## config.mk

```make
export PLATFORM = sky130hd
export DESIGN_NAME = dbg_bkpt_resp
export DESIGN_NICKNAME = d
export VERILOG_FILES = /design/src/rtl/dbg_bkpt_resp.sv
export SDC_FILE = /design/constraint.sdc
export NUM_CORES = 1
export LEC_CHECK = 0
export BUFFER_PORTS_ARGS = -buffer_cell sky130_fd_sc_hd__buf_2
export CELL_PAD_IN_SITES_DETAIL_PLACEMENT = 0
export CELL_PAD_IN_SITES_GLOBAL_PLACEMENT = 1
export CORE_UTILIZATION = 30
export DETAILED_ROUTE_END_ITERATION = 7
export GPL_TIMING_DRIVEN = 0
export PLACE_DENSITY_LB_ADDON = 0.12
export SLEW_MARGIN = 20
export SYNTH_ARGS = -nofsm -noshare
export SYNTH_HDL_FRONTEND = slang
export SYNTH_SLANG_ARGS = --single-unit
```

## constraint.sdc

```tcl
create_clock -name clk -period 1.94 [get_ports clk]
set_input_delay 0.097 -clock clk [delete_from_list [all_inputs] [get_ports clk]]
set_output_delay 0.097 -clock clk [all_outputs]
set_load 0.05 [all_outputs]
```

## src/rtl/dbg_bkpt_resp.sv

```systemverilog
module dbg_bkpt_resp #(
  parameter int unsigned LVL_W       = 3,
  parameter int unsigned PST_W       = 4,
  parameter int unsigned VEC_W       = 8,
  parameter int unsigned SHOW_CYCLES = 4,
  parameter int unsigned DBG_VEC     = 12,
  parameter logic [PST_W-1:0] PST_HALT = 4'hF,
  parameter logic [PST_W-1:0] PST_DBG  = 4'hD
) (
  input  logic             clk,
  input  logic             rst_n,
  input  logic             pc_hit,
  input  logic             ad_hit,
  input  logic             hit_l2,
  input  logic             lvl2_armed,
  input  logic             sample_pt,
  input  logic [LVL_W-1:0] irq_level,
  input  logic             rte_done,
  input  logic             csr_rd,
  input  logic             tdr_wr,
  input  logic [1:0]       tdr_wdata,
  input  logic [PST_W-1:0] core_status,
  output logic             halt_req,
  output logic             dbg_irq_req,
  output logic [VEC_W-1:0] dbg_vector,
  output logic [PST_W-1:0] pst,
  output logic             emu_mode,
  output logic [LVL_W-1:0] fwd_irq_level,
  output logic [1:0]       bstat
);
  localparam int unsigned CNT_W = $clog2(SHOW_CYCLES + 1);
  localparam logic [1:0] RSP_HALT = 2'b01;
  localparam logic [1:0] RSP_DINT = 2'b10;

  logic [1:0]       rsp;
  logic             pc_pend, ad_pend;
  logic [CNT_W-1:0] show_cnt;

  wire armed  = (rsp == RSP_HALT) || (rsp == RSP_DINT);
  wire any_hit = pc_hit | ad_hit;
  wire take   = sample_pt && !emu_mode && !halt_req && !tdr_wr && armed
                && (pc_pend || pc_hit || ad_pend);
  wire take_dint = take && (rsp == RSP_DINT);
  wire take_halt = take && (rsp == RSP_HALT);
  wire stat_clr  = csr_rd && (bstat[1] || (bstat[0] && !lvl2_armed));

  assign dbg_vector    = VEC_W'(DBG_VEC);
  assign fwd_irq_level = (emu_mode || take_dint) ? '0 : irq_level;
  assign pst = halt_req        ? PST_HALT :
               (show_cnt != 0) ? PST_DBG  : core_status;

  always_ff @(posedge clk or negedge rst_n) begin
    if (!rst_n) begin
      rsp <= 2'b00;
    end else if (tdr_wr) begin
      rsp <= tdr_wdata;
    end
  end

  always_ff @(posedge clk or negedge rst_n) begin
    if (!rst_n) begin
      pc_pend <= 1'b0;
      ad_pend <= 1'b0;
    end else if (tdr_wr) begin
      pc_pend <= 1'b0;
      ad_pend <= 1'b0;
    end else if (take) begin
      pc_pend <= 1'b0;
      ad_pend <= ad_hit && armed;
    end else begin
      pc_pend <= pc_pend || (pc_hit && armed);
      ad_pend <= ad_pend || (ad_hit && armed);
    end
  end

  always_ff @(posedge clk or negedge rst_n) begin
    if (!rst_n) begin
      halt_req <= 1'b0;
    end else if (tdr_wr) begin
      halt_req <= 1'b0;
    end else if (take_halt) begin
      halt_req <= 1'b1;
    end
  end

  always_ff @(posedge clk or negedge rst_n) begin
    if (!rst_n) begin
      dbg_irq_req <= 1'b0;
      emu_mode    <= 1'b0;
      show_cnt    <= '0;
    end else begin
      dbg_irq_req <= take_dint;
      if (take_dint) begin
        emu_mode <= 1'b1;
        show_cnt <= CNT_W'(SHOW_CYCLES);
      end else begin
        if (rte_done) emu_mode <= 1'b0;
        if (show_cnt != 0) show_cnt <= show_cnt - 1'b1;
      end
    end
  end

  always_ff @(posedge clk or negedge rst_n) begin
    if (!rst_n) begin
      bstat <= 2'b00;
    end else if (tdr_wr) begin
      bstat <= 2'b00;
    end else begin
      bstat <= (stat_clr ? 2'b00 : bstat)
               | {any_hit && hit_l2, any_hit && !hit_l2};
    end
  end
endmodule

```

==> results by group <==
Synth
  – Yosys top cell area share: 43.0%
  – Yosys cell types: 23
  – Post-synth EDFFs: 0
  – Syn avg cell area: 9.31 sq um
  – Post-synthesis cell area: 698 sq um
  – Mapped Cells: 75
  – Yosys reg bits: 12
  – Sequential-to-total area share from yosys stat: 43.0%
  – YS warnings: 0
  – Area leader, netlist: dfrtp_1
  – Most used DFF post-synth: dfrtp_1
  – Synth async-reset ratio: between 90% and 100%
  – Main area contributors after synthesis: dfrtp_1 (43%), buf_4 (9.7%), ha_1 (7.2%), inv_1 (5.4%), o21ai_0 (3.6%)

Critical path
  – Critical path arrival: 1.76 ns
  – CP max stage delay: 0.41 ns
  – CP most frequent cell: buf_6
  – Worst reg2reg path depth: 5
  – Type of origin of the critical path: flop
  – R2R Path End: show_cnt[2]
  – CP Buf/Inv Count: 2
  – Setup slack, reg-to-reg: around 0.45 ns
  – Critical setup path kind: flop to output pin
  – CP max stage cell: dfrtp_1
  – CP max FO: 8
  – CP Data Required Time: roughly 1.8 ns
  – R2R Path Start: rsp[1]
  – CP cell instances: ha_4, nand2b_4, and4b_1, buf_6, nor3b_2, buf_6
  – Kind of end point of the critical path: output pin
  – Delay-heaviest family, CP: simple AND/OR/NAND/NOR gates

Clock network
  – H-tree levels: 1
  – CTS tree: yes
  – Clock Path Buffers: 2
  – Clock sink count: 12
  – Num CTS Buffers: 3
  – CTS root buf: clkbuf_4
  – Clock Latency Late Sink: 0.27 ns
  – Clock transition at path regs: 0.07 ns

Timing
  – Min Clock Period, post-route: 1.86 ns
  – Hold Violations, Final: 0
  – Pins Over Slew Limit: 0
  – Fin Clk Skew: 0.00325 ns
  – Post-route clock period utilization: roughly 96%
  – # setup viols final: 0
  – RSZ-0062 raised after global routing: false
  – Maximum clock frequency: 0.537 GHz
  – Post-route setup TNS: 0 ns

Hold path
  – Hold endpoint: rsp[0]
  – Hold path cells: 3
  – Hold Crit Class: input pin to flop
  – Hold Startpoint: tdr_wdata[0]

Place
  – Dpl cells: 138
  – DP HPWL: 1.01 mm
  – I/O Buffers: 29
  – Placed Area: 901 sq um
  – Gpl congestion: 0.698

Routing
  – Post-route ant nets: 0
  – Post-Route WL: 1.34 mm
  – DR WL/cell: between 9 and 10 um
  – DRC: 0
  – DR pass1 iterations: 2
  – Via Count: a little under 600
  – Vias per cell: 4.05
  – Iter 0 DRT Violations: 5

Floorplan
  – Core box area: 2210 sq um
  – Initial Utilization: around a third
  – Io pins: 39
  – Die area: 2520 sq um
  – Chip height: 50.2 um
  – Row count: 17
  – Die width: 50.2 um

Final layout
  – Fill cells: 242
  – Footprint of the multi-input gates: ~350 sq um
  – Share of cells above drive strength 1: a little over two fifths
  – Most frequent cells in the layout: buf_2 (26), dfrtp_1 (12), buf_4 (10), inv_1 (9), conb_1 (8)
  – Layout area overhead: 45.3%
  – # diodes: 0
  – Fin nets: 140
  – Commonest non-fill, non-tap cell in the layout: buf_2
  – FF+latch area: 300 sq um
  – Final instance area: ~1000 sq um
  – Post-Layout Cell Count: around 140

GRT
  – Total GRT Usage: 11.5%
  – First-pass GRT wire length: around 2.2 mm
  – GRT overflow: 0
  – Initial antenna violation count: 0
  – Vias in the first global route: 505
  – Largest net degree at the start of global routing: 13

Flow run
  – Maxcap violations: 0

Power
  – Leakage power: 0.563 nW
  – Pwr/cell area: between 900 and 1000 nW/um^2
  – Maximum VDD drop: 422 uV

Outcome
  – Status: completed
[worst min-delay path, stage by stage]
cell	delay, ns
buf_2	0.07
nand2_1	0.04
o21ai_0	0.05
[power breakdown]
group          total (mW)  internal [mW]  switching [mW]  leakage (nW)
registers           0.328          0.299          0.0299         0.154
clock network       0.195          0.114          0.0805        0.0210
logic               0.414          0.153           0.261         0.388
total               0.937          0.566           0.372         0.563
[cells in the mapped netlist, types with 2 or more instances]
cell / number
dfrtp_1: 12
inv_1: 10
buf_4: 9
o21ai_0: 5
ha_1: 4
nand2_1: 4
or3_1: 4
a21oi_1: 3
nor3_1: 3
nor3b_1: 3
conb_1: 2
nand2b_1: 2
nor2_1: 2
nor2b_1: 2
o21bai_1: 2
[cells by family (layout without fill, tap and decap cells)]
| logic type | after synthesis | in the layout | share of synthesized area, % |
|---|---|---|---|
| compound gates | 14 | 14 | 12.9 |
| xor+xnor | 1 | 1 | 1.25 |
| fa+ha+maj | 4 | 4 | 7.17 |
| buf+inv | 20 | 55 | 16.7 |
| flops | 12 | 12 | 43.0 |
| other cells | 2 | 8 | 1.08 |
| simple gates | 22 | 22 | 17.9 |
[metrics by stage]
stage	hold slack (ns)	util [%]	setup slack, ns	power (mW)
after floorplan	-0.199	-	-0.439	0.643
after global placement	-0.00197	40.7	0.272	0.720
after detailed placement	-0.00788	40.7	0.276	0.727
after CTS	0.0250	43.2	0.00785	0.933
after global routing	0.0269	45.9	0.00971	1.01
final	0.0308	45.9	0.0784	0.937
[flip-flops by register name, summed over array words and instances, names as in the netlist]
name / flops
halt_req: 1
pc_pend: 1
dbg_irq_req: 1
rsp: 2
bstat: 2
ad_pend: 1
emu_mode: 1
show_cnt: 3
[repair_timing]
item	4_1_cts	5_1_grt
buffers inserted	0	1
hold buffers	1	0
gates resized for setup	3	10
endpoints found under the setup margin	3	3
pin swaps	0	2
endpoints found under the hold margin	12	0
[area by class of cell]
class	count	area share, %
buffer	10	7.77
clock buffer	4	3.58
inverter	10	3.70
multi-input combinational	49	34.0
sequential	12	29.6
tap	28	3.45
timing repair buffer	31	17.9
[worst max path at each step]
stage          startpoint                to  slack (ns)  cells after the start
6_report           rsp[1]  fwd_irq_level[0]        0.08                      6
5_1_grt            rsp[1]  fwd_irq_level[0]        0.01                      6
3_3_place_gp       rsp[0]  fwd_irq_level[2]        0.27                      7
2_1_floorplan    halt_req  fwd_irq_level[0]       -0.44                      4
3_5_place_dp       rsp[0]  fwd_irq_level[1]        0.28                      7
4_1_cts            rsp[0]  fwd_irq_level[1]       0.008                      7
[layer usage]
metal / routed length [um] / track usage [%] / share of wire (%)
met1: 606 / 14.5 / 45
met2: 647 / 18.0 / 48
met3: 76 / 4.85 / 5.7
met4: 8 / 2.86 / 0.60
met5: 0 / 0 / 0
Power figures use the tool's default switching activity.
